[src/rtl/mqw_pkg.sv]
package mqw_pkg;

    typedef enum logic {
        MODE_STD  = 1'b0,
        MODE_FWFT = 1'b1
    } mode_e;

    // Pin level seen by the user for a given internal full state.
    function automatic logic pin_level(input logic full, input mode_e m);
        return (m == MODE_FWFT) ? full : ~full;
    endfunction

    // Number of words a queue can hold in a given mode.
    function automatic int unsigned cap_limit(input int unsigned depth, input mode_e m);
        return (m == MODE_FWFT) ? depth + 1 : depth;
    endfunction

endpackage

[src/rtl/mqw_release_pipe.sv]
module mqw_release_pipe
    import mqw_pkg::*;
#(
    parameter int NQ     = 4,
    parameter int STAGES = 2,
    localparam int QW    = (NQ > 1) ? $clog2(NQ) : 1
) (
    input  logic          clk,
    input  logic          rst,
    input  logic          ev_valid,
    input  logic [QW-1:0] ev_q,
    output logic [NQ-1:0] rel_vec
);
    typedef struct packed {
        logic          v;
        logic [QW-1:0] q;
    } rel_ev_t;

    rel_ev_t stage [STAGES];

    always_ff @(posedge clk) begin
        if (rst) begin
            for (int i = 0; i < STAGES; i++) stage[i] <= '0;
        end else begin
            stage[0] <= '{v: ev_valid, q: ev_q};
            for (int i = 1; i < STAGES; i++) stage[i] <= stage[i-1];
        end
    end

    for (genvar g = 0; g < NQ; g++) begin : g_dec
        assign rel_vec[g] = stage[STAGES-1].v && (stage[STAGES-1].q == QW'(g));
    end

endmodule

[src/rtl/mqw_queue_slot.sv]
module mqw_queue_slot
    import mqw_pkg::*;
#(
    parameter int DEPTH = 8,
    localparam int OW   = $clog2(DEPTH + 2),
    localparam int PW   = (DEPTH > 1) ? $clog2(DEPTH) : 1
) (
    input  logic          clk,
    input  logic          rst,
    input  mode_e         mode,
    input  logic          wr_hit,
    input  logic          rel,
    output logic [OW-1:0] occ,
    output logic [PW-1:0] ptr,
    output logic          full,
    output logic          full_nxt
);
    logic          wr_ok;
    logic          rel_ok;
    logic [OW-1:0] occ_nxt;
    logic [OW-1:0] lim;

    assign lim     = OW'(cap_limit(DEPTH, mode));
    assign wr_ok   = wr_hit && !full;
    assign rel_ok  = rel && (occ != '0);

    always_comb begin
        occ_nxt = occ;
        if (wr_ok && !rel_ok)      occ_nxt = occ + OW'(1);
        else if (!wr_ok && rel_ok) occ_nxt = occ - OW'(1);
    end

    assign full_nxt = (occ_nxt >= lim);

    always_ff @(posedge clk) begin
        if (rst) begin
            occ  <= '0;
            ptr  <= '0;
            full <= 1'b0;
        end else begin
            occ  <= occ_nxt;
            full <= full_nxt;
            if (wr_ok) ptr <= (ptr == PW'(DEPTH - 1)) ? '0 : ptr + PW'(1);
        end
    end

endmodule

[src/rtl/mqw_composite.sv]
module mqw_composite #(
    parameter int NQ   = 4,
    localparam int QW  = (NQ > 1) ? $clog2(NQ) : 1
) (
    input  logic          clk,
    input  logic          rst,
    input  logic [QW-1:0] sel,
    input  logic [NQ-1:0] full_nxt_vec,
    output logic [QW-1:0] sel_r,
    output logic          comp_full
);
    always_ff @(posedge clk) begin
        if (rst) begin
            sel_r     <= '0;
            comp_full <= 1'b0;
        end else begin
            sel_r     <= sel;
            comp_full <= full_nxt_vec[sel_r];
        end
    end
endmodule

[src/rtl/mqw_write_port.sv]
module mqw_write_port
    import mqw_pkg::*;
#(
    parameter int NQ    = 4,
    parameter int DEPTH = 8,
    parameter int DW    = 40,
    localparam int QW   = (NQ > 1) ? $clog2(NQ) : 1,
    localparam int PW   = (DEPTH > 1) ? $clog2(DEPTH) : 1,
    localparam int OW   = $clog2(DEPTH + 2)
) (
    input  logic          clk,
    input  logic          rst,
    input  logic          fwft_mode,
    input  logic [QW-1:0] wq_sel,
    input  logic          wr_en,
    input  logic [DW-1:0] wr_data,
    input  logic          rd_done,
    input  logic [QW-1:0] rd_q,
    output logic          mem_we,
    output logic [QW-1:0] mem_q,
    output logic [PW-1:0] mem_ptr,
    output logic [DW-1:0] mem_wdata,
    output logic [NQ-1:0] q_flag,
    output logic          comp_flag
);
    mode_e                    mode_r;
    logic [NQ-1:0]            full_st;
    logic [NQ-1:0]            full_nxt;
    logic [NQ-1:0]            rel_vec;
    logic [NQ-1:0][OW-1:0]    occ_vec;
    logic [NQ-1:0][PW-1:0]    ptr_vec;
    logic [QW-1:0]            sel_r;
    logic                     comp_full;
    logic                     acc;

    always_ff @(posedge clk) begin
        if (rst) mode_r <= mode_e'(fwft_mode);
    end

    assign acc = wr_en && !full_st[wq_sel];

    mqw_release_pipe #(.NQ(NQ), .STAGES(2)) u_rel (
        .clk      (clk),
        .rst      (rst),
        .ev_valid (rd_done),
        .ev_q     (rd_q),
        .rel_vec  (rel_vec)
    );

    for (genvar g = 0; g < NQ; g++) begin : g_q
        mqw_queue_slot #(.DEPTH(DEPTH)) u_slot (
            .clk      (clk),
            .rst      (rst),
            .mode     (mode_r),
            .wr_hit   (acc && (wq_sel == QW'(g))),
            .rel      (rel_vec[g]),
            .occ      (occ_vec[g]),
            .ptr      (ptr_vec[g]),
            .full     (full_st[g]),
            .full_nxt (full_nxt[g])
        );
        assign q_flag[g] = pin_level(full_st[g], mode_r);
    end

    mqw_composite #(.NQ(NQ)) u_comp (
        .clk          (clk),
        .rst          (rst),
        .sel          (wq_sel),
        .full_nxt_vec (full_nxt),
        .sel_r        (sel_r),
        .comp_full    (comp_full)
    );

    assign comp_flag = pin_level(comp_full, mode_r);

    always_ff @(posedge clk) begin
        if (rst) begin
            mem_we    <= 1'b0;
            mem_q     <= '0;
            mem_ptr   <= '0;
            mem_wdata <= '0;
        end else begin
            mem_we <= acc;
            if (acc) begin
                mem_q     <= wq_sel;
                mem_ptr   <= ptr_vec[wq_sel];
                mem_wdata <= wr_data;
            end
        end
    end

endmodule

[config.mk]
export PLATFORM = sky130hd
export DESIGN_NAME = mqw_write_port
export DESIGN_NICKNAME = d
export VERILOG_FILES = /design/src/rtl/mqw_pkg.sv /design/src/rtl/mqw_release_pipe.sv /design/src/rtl/mqw_queue_slot.sv /design/src/rtl/mqw_composite.sv /design/src/rtl/mqw_write_port.sv
export SDC_FILE = /design/constraint.sdc
export NUM_CORES = 1
export LEC_CHECK = 0
export BUFFER_PORTS_ARGS = -buffer_cell sky130_fd_sc_hd__buf_2
export CORE_AREA = 2 2 128 130
export DETAILED_ROUTE_END_ITERATION = 12
export DIE_AREA = 0 0 130 132
export PLACE_DENSITY = 0.39
export SETUP_SLACK_MARGIN = 0.02
export SLEW_MARGIN = 25
export SYNTH_ARGS = -nofsm -noshare
export SYNTH_HDL_FRONTEND = slang
export SYNTH_SLANG_ARGS = --single-unit
[constraint.sdc]
create_clock -name clk -period 3.36 [get_ports clk]
set_input_delay 0.672 -clock clk [delete_from_list [all_inputs] [get_ports clk]]
set_output_delay 0.672 -clock clk [all_outputs]
set_load 0.02 [all_outputs]
==> results.tsv, run 1 <==
metric	value	unit
syn_nets	509	
rsz0062_at_grt	false	
grt_max_degree	66	
gp_congestion	0.754	
grt_overflow	0	
muxShareOfSynthArea	3.40	%
post-cts-setup-buffers	0	
fp.dieH	132	µm
hold_class	register to register	
synth_top_family_by_area	simple AND/OR/NAND/NOR gates	
ios	100	
viasPerCell	4.36	
yosys.area_share.adder	6.48	%
outcome	finished clean	
r2r_cells	9	
synth_edf_count	1	
finalHoldViolCount	0	
htree_levels	3	
numCtsBuffers	9	
power_density	491	nW/µm²
drv_cap	0	
ant_nets	0	
fin_nets	599	
placementRows	46	
end_kind	register	
synth_compound_area_share	13.2	%
slew_violations	0	
routed_wl	9850	µm
cts_hold_buffers	0	
worstPathArrival	2680	ps
first_iter_violations	173	
worst_ep_required_time	3580	ps
start_kind	register	
dieArea	17200	µm²
finalInstanceArea	4850	µm²
grt_pass1_wl	15800	µm
antenna_cells	0	
cts_tree	done	
area_growth	25.5	%
p_leak	2.08	nW
drt_first_pass_iters	4	
fin_ws	905	ps
syn_inst	440	
clock-sinks	88	
dp_slack	625	ps
synth_commonest_cells	106 x nand2_1, 87 x dfxtp_1, 57 x a21oi_1	
r2r_end	u_comp.comp_full	
synth_most_common_cell	nand2_1	
yosys.area_share.simple	22.7	%
core-area	15700	µm²
post-route-util	30.8	%
crit_fanout	5	
reg2reg_from	g_q[0].u_slot.occ[0]	
min_period	2450	ps
slew-limit-headroom	59.1	%
grt_usage	11.8	%
fin_worst_skew	7.23	ps
port_buffers	99	
cts-resized-gates	0	
setup_tns	0	ps
cpMaxStageDelayCell	or4b_4	
dpl_cell_area	4570	µm²
vias	3274	
synth_area_per_cell	8.78	µm²
start_util	24.6	%
grt_pass1_vias	3139	
total_power	0.00238	W
critPathLaunch	g_q[0].u_slot.occ[0]	
yosys.area.top_type	dfxtp_1	
tightest_slew	612	ps
critical_path.top_delay_family	simple AND/OR/NAND/NOR gates	
path_clk_slew	60	ps
ys_top_cells_by_area	dfxtp_1 45%, nand2_1 10%, a21oi_1 7.4%	
clkLatencyLatePin	340	ps
synthXorXnorAreaFrac	4.54	%
clockBufferDepth	2	
cp.depth	9	
timing.final.crit_share	73.1	%
ys_warn_count	0	
fillers	1712	
fmax	0.407	GHz
crit_buf_inv	1	
critPathKind	register to register	
wire_per_inst	13.1	µm
dominantRegCellSynth	dfxtp_1	
setup_viol	0	
dp.final_hpwl	6930	µm
cpPeakStageDelay	530	ps
netlist.area_leader.share	45.1	%
crit_top_cell	ha_1	
ys_seq_elements	88	
ys_types	56	
cp_cell_sequence	inv_1 -> ha_1 -> nor3b_1 -> or4b_4 -> xnor2_1 -> ha_1 -> nand2b_1 -> o311ai_2 -> a21oi_1	
drive_gt1_share	24.7	%
reg2reg_slack	910	ps
ys_seq_area_share	45.9	%
synthesis.area	3860	µm²
crit_path_end	u_comp.comp_full	
vdd_drop_max	0.000224	V
antenna_found_initial	0	
route.detailed.drc	0	
root_buffer	clkbuf_16	
die_w	130	µm
async_reset_ff_share	0	%
metal layers:
layer,part of all wire [%],track usage [%],vias to the layer above
met5,0,0,-
met4,1.4,3.52,0
met3,7.0,4.22,9
met2,43,18.6,101
met1,48,15.0,1492
li1,-,-,1672
sequential cells by signal (all words and copies together), names as in the netlist:
signal            count
u_rel.stage           6
mem_wdata            40
mem_we                1
mode_r                1
g_q.u_slot.ptr       12
g_q.u_slot.occ       16
mem_ptr               3
g_q.u_slot.full       4
u_comp.sel_r          2
mem_q                 2
u_comp.comp_full      1
cells by family (layout without fill, tap and decap cells):
logic type | after synthesis | in the layout
XOR/XNOR | 20 | 20
AND/OR/NAND/NOR | 184 | 184
adder cells (fa/ha/maj) | 20 | 20
flip-flops | 88 | 88
multiplexers | 8 | 8
buffers and inverters | 35 | 130
AO/OA/AOI/OAI | 85 | 85
cells in the final DEF, fill, tap and decap left out, types with 3 or more instances in the layout:
| cell type | count |
|---|---|
| nand3_1 | 5 |
| ha_1 | 20 |
| nor3b_1 | 3 |
| nor3_1 | 11 |
| a21oi_1 | 57 |
| xnor2_1 | 18 |
| a311oi_1 | 3 |
| clkbuf_16 | 9 |
| mux4_2 | 4 |
| o21ai_0 | 3 |
| buf_2 | 99 |
| nor2b_1 | 13 |
| nand2_1 | 106 |
| inv_1 | 11 |
| nand3b_1 | 3 |
| buf_4 | 3 |
| a31oi_1 | 3 |
| nor2_1 | 24 |
| mux2i_1 | 3 |
| dfxtp_1 | 87 |
per-stage QoR:
step	hold WS, ps	cells
finish	436	751
global route	458	751
CTS	444	751
detailed placement	427	735
global placement	440	735
floorplan	414	440
where the power goes:
group          internal (W)  leakage [nW]  switching (W)
sequential          0.00109         0.722      0.0000336
clock              0.000524         0.134       0.000420
combinational      0.000124          1.22       0.000185
total               0.00174          2.08       0.000639
final cells by class:
cell class | count | area (µm²) | share of cell area, %
Sequential cell | 88 | 1770 | 36.6
Timing Repair Buffer | 103 | 538 | 11.1
Clock buffer | 12 | 246 | 5.09
Inverter | 11 | 41.3 | 0.852
Tap cell | 216 | 270 | 5.58
Clock inverter | 4 | 27.5 | 0.568
Multi-Input combinational cell | 317 | 1950 | 40.3
worst min-delay path by stage:
| stage | cells after the start | slack (ps) | startpoint | to |
|---|---|---|---|---|
| after global placement | 2 | 440 | mem_wdata[28] | mem_wdata[28] |
| final | 1 | 440 | u_rel.stage[0][0] | u_rel.stage[0][3] |
| after CTS | 1 | 440 | u_rel.stage[0][0] | u_rel.stage[0][3] |
| after floorplan | 1 | 410 | u_rel.stage[0][0] | u_rel.stage[0][3] |
| after global routing | 1 | 460 | u_rel.stage[0][2] | u_rel.stage[0][5] |
| after detailed placement | 1 | 430 | u_rel.stage[0][0] | u_rel.stage[0][3] |
worst reg2reg max path: stages, from the launching register on:
cell and delay (ps):
dfxtp_1 400, inv_1 60, ha_1 200, nor3b_1 140
or4b_4 530, xnor2_1 230, ha_1 250, nand2b_1 160
o311ai_2 270, a21oi_1 100
(Power assumes the default switching activity.)
==> run 2, diff against run 1 <==
Settings changed: ABC_AREA from default to 1, CORE_AREA 2 2 128 130 to 2 2 135 137, DIE_AREA 0 0 130 132 to 0 0 137 139.
Clock period 3.36 ns to 2.4 ns, I/O delays scaled along.
==> run 2 against run 1 <==
Setup slack lost 730 ps. Clock-buffer cell count shrank 3. Synthesized cell count grew 24%. Cell count grew 22%. Critical path depth grew 7. Total power grew 61%. Critical endpoint unchanged. Highest routed layer is now met5.
==> results.tsv, run 2 <==
metric	value	unit	change
syn_inst	547		was 440
crit_top_cell	inv_1		was ha_1
cp.depth	16		was 9
power.switching	0.00114	W	was 0.000639 W
slew-limit-headroom	68.7	%	was 59.1%
worst_ep_required_time	2620	ps	was 3580 ps
antenna_found_initial	1		was 0
fp.dieH	139	µm	was 132 µm
largest_register_ffs	40		unchanged
rsz0062_at_grt	false		unchanged
ant_nets	0		unchanged
swShare	29.8	%	was 26.8%
htree_levels	3		unchanged
start_kind	register		unchanged
clock-sinks	88		unchanged
route.detailed.drc	0		unchanged
finalInstanceArea	5770	µm²	was 4850 µm²
p_int	0.00268	W	was 0.00174 W
worstPathArrival	2440	ps	was 2680 ps
syn_nets	616		was 509
port_buffers	99		unchanged
power_density	663	nW/µm²	was 491 nW/µm²
ios	100		unchanged
grt_max_degree	50		was 66
dieArea	19000	µm²	was 17200 µm²
min_path_cells	1		unchanged
setup_tns	0	ps	unchanged
netlist.area_leader.share	40.6	%	was 45.1%
synthesis.area	4290	µm²	was 3860 µm²
cpMaxStageDelayCell	dfxtp_1		was or4b_4
crit_buf_inv	3		was 1
critPathKind	register to register		unchanged
die_w	137	µm	was 130 µm
finalHoldViolCount	0		unchanged
timing.final.crit_share	92.7	%	was 73.1%
synth_commonest_cells	113 x nor2_1, 87 x dfxtp_1, 56 x inv_1		was 106 x nand2_1, 87 x dfxtp_1, 57 x a21oi_1
vias	3964		was 3274
grt_pass1_vias	3981		was 3139
fillers	1899		was 1712
grt_pass1_wl	18900	µm	was 15800 µm
ys_warn_count	0		unchanged
clockBufferDepth	2		unchanged
fin_nets	752		was 599
cp_cell_sequence	inv_1 -> ha_4 -> nand3_2 -> nand2_2 -> inv_1 -> nand2_2 -> inv_1 -> nor2_2 -> xor2_2 -> ha_1 -> nor2_1 -> nand3_1 -> o21ai_2 -> nand2_1 -> nand3_1 -> a21oi_2		was inv_1 -> ha_1 -> nor3b_1 -> or4b_4 -> xnor2_1 -> ha_1 -> nand2b_1 -> o311ai_2 -> a21oi_1
critical_path.top_delay_family	simple AND/OR/NAND/NOR gates		unchanged
synth_most_common_cell	nor2_1		was nand2_1
synth_area_per_cell	7.84	µm²	was 8.78 µm²
drv_cap	0		unchanged
p_leak	2.73	nW	was 2.08 nW
ys_types	40		was 56
regMostFlops	mem_wdata		unchanged
dp.final_hpwl	8550	µm	was 6930 µm
synth_edf_count	1		unchanged
first_iter_violations	132		was 173
reg2reg_slack	180	ps	was 910 ps
top_regs	mem_wdata x40, g_q.u_slot.occ x16, g_q.u_slot.ptr x12		unchanged
core-area	17700	µm²	was 15700 µm²
crit_fanout	2		was 5
grt_overflow	0		unchanged
async_reset_ff_share	0	%	unchanged
fmax	0.450	GHz	was 0.407 GHz
grt_busiest_layer	met2		unchanged
yosys.area.top_type	dfxtp_1		unchanged
area_growth	34.4	%	was 25.5%
numCtsBuffers	9		unchanged
start_util	24.3	%	was 24.6%
min_period	2220	ps	was 2450 ps
vdd_drop_max	0.000305	V	was 0.000224 V
clkLatencyLatePin	350	ps	was 340 ps
end_kind	register		unchanged
path_clk_slew	70	ps	was 60 ps
r2r_cells	16		was 9
viasPerCell	4.32		was 4.36
final_cells	917		was 751
cpPeakStageDelay	310	ps	was 530 ps
hold_class	input pin to register		was register to register
gp_congestion	0.793		was 0.754
setup_viol	0		unchanged
dominantRegCellSynth	dfxtp_1		unchanged
whs	318	ps	was 436 ps
root_buffer	clkbuf_16		unchanged
drive_gt1_share	33.7	%	was 24.7%
placementRows	49		was 46
dp_cells	897		was 735
slew_violations	0		unchanged
outcome	finished clean		unchanged
ys_top_cells_by_area	dfxtp_1 41%, nor2_1 9.9%, ha_1 5.8%		was dfxtp_1 45%, nand2_1 10%, a21oi_1 7.4%
pwr-share-seq	42.4	%	was 47.3%
routed_wl	11600	µm	was 9850 µm
share_comb_of_total_power	18.5	%	was 13.0%
use_met1	15.3	%	was 15.0%
antenna_cells	0		unchanged
grt_usage	12.4	%	was 11.8%
dpl_cell_area	5320	µm²	was 4570 µm²
grt_use_met3	4.86	%	was 4.22%
ys_seq_area_share	41.3	%	was 45.9%
layout_commonest_cell	nor2_1		was nand2_1
ys_seq_elements	88		unchanged
cts_tree	done		unchanged
clockPowerShare	39.1	%	was 39.7%
layout_common_cells	110 x nor2_1, 99 x buf_2, 83 x dfxtp_1		was 106 x nand2_1, 99 x buf_2, 87 x dfxtp_1
met2_usage	20.1	%	was 18.6%
wire_per_inst	12.6	µm	was 13.1 µm
fin_worst_skew	7.74	ps	was 7.23 ps
tightest_slew	469	ps	was 612 ps
drt_first_pass_iters	4		unchanged
==> run 2: changes by cell type after synthesis, sizes merged, moves of 4 or more <==
cell	before	now
a21oi	57	26
buf	15	3
clkbuf	9	20
inv	11	62
mux4	4	0
nand2	106	66
nand3	5	38
nand4	0	6
nor2	25	120
nor2b	14	0
nor3	11	6
o21ai	5	55
xnor2	18	5
xor2	2	16
==> run 2: kinds of logic after synthesis <==
logic type | count (synthesis) | synth area share, %
simple gates | 237 | 28.3
compound gates | 94 | 12.0
flops | 88 | 41.3
buf+inv | 87 | 8.34
xor+xnor | 21 | 4.29
fa+ha+maj | 20 | 5.83
==> run 2: power by group through the flow <==
stage | Sequential, W | Clock (W) | Combinational [W]
floorplan | 0.00170 | 0 | 0.000358
global placement | 0.00165 | 0 | 0.000665
detailed placement | 0.00165 | 0 | 0.000670
CTS | 0.00162 | 0.00155 | 0.000676
global route | 0.00163 | 0.00162 | 0.000789
finish | 0.00162 | 0.00150 | 0.000705
==> run 2: metrics by stage <==
stage | utilization [%] | total power (W) | worst slack, ps
global route | 32.7 | 0.00404 | 6.88
detailed placement | 30.1 | 0.00232 | -149
global placement | 30.1 | 0.00231 | -57.2
CTS | 32.0 | 0.00384 | 23.3
floorplan | - | 0.00206 | 65.9
finish | 32.7 | 0.00382 | 176
==> run 2: what timing repair did <==
| action | CTS | global route |
|---|---|---|
| resized for setup | 3 | 27 |
| setup buffers | 1 | 3 |
| gates cloned | 0 | 0 |
| endpoints found under the hold margin | 0 | 0 |
| hold buffers | 0 | 0 |
| pin swaps | 1 | 14 |
| endpoints found under the setup margin | 1 | 4 |
==> run 2: per-layer routing <==
metal / wire length [µm] / share of wire (%) / vias to the layer above
li1: - / - / 2031
met4: 152 / 1.3 / 2
met5: 8 / 0.069 / -
met2: 5440 / 47 / 103
met3: 887 / 7.6 / 13
met1: 5110 / 44 / 1815
==> run 2: cell type report <==
cell class              instances  area [µm²]  area share, %
well taps                     229         287           4.97
clock inverters                 7        88.8           1.54
clock buffers                   9         225           3.91
flip-flops and latches         88        1780           30.8
repair buffers                148         876           15.2
multi-input cells             372        2250           39.1
inverters                      64         259           4.49
==> run 2: worst paths after layout <==
kind	end	start
setup / recovery	u_comp.comp_full	g_q[2].u_slot.occ[0]
hold / removal	mode_r	fwft_mode
setup reg to reg	u_comp.comp_full	g_q[2].u_slot.occ[0]
hold reg to reg	u_rel.stage[0][3]	u_rel.stage[0][0]
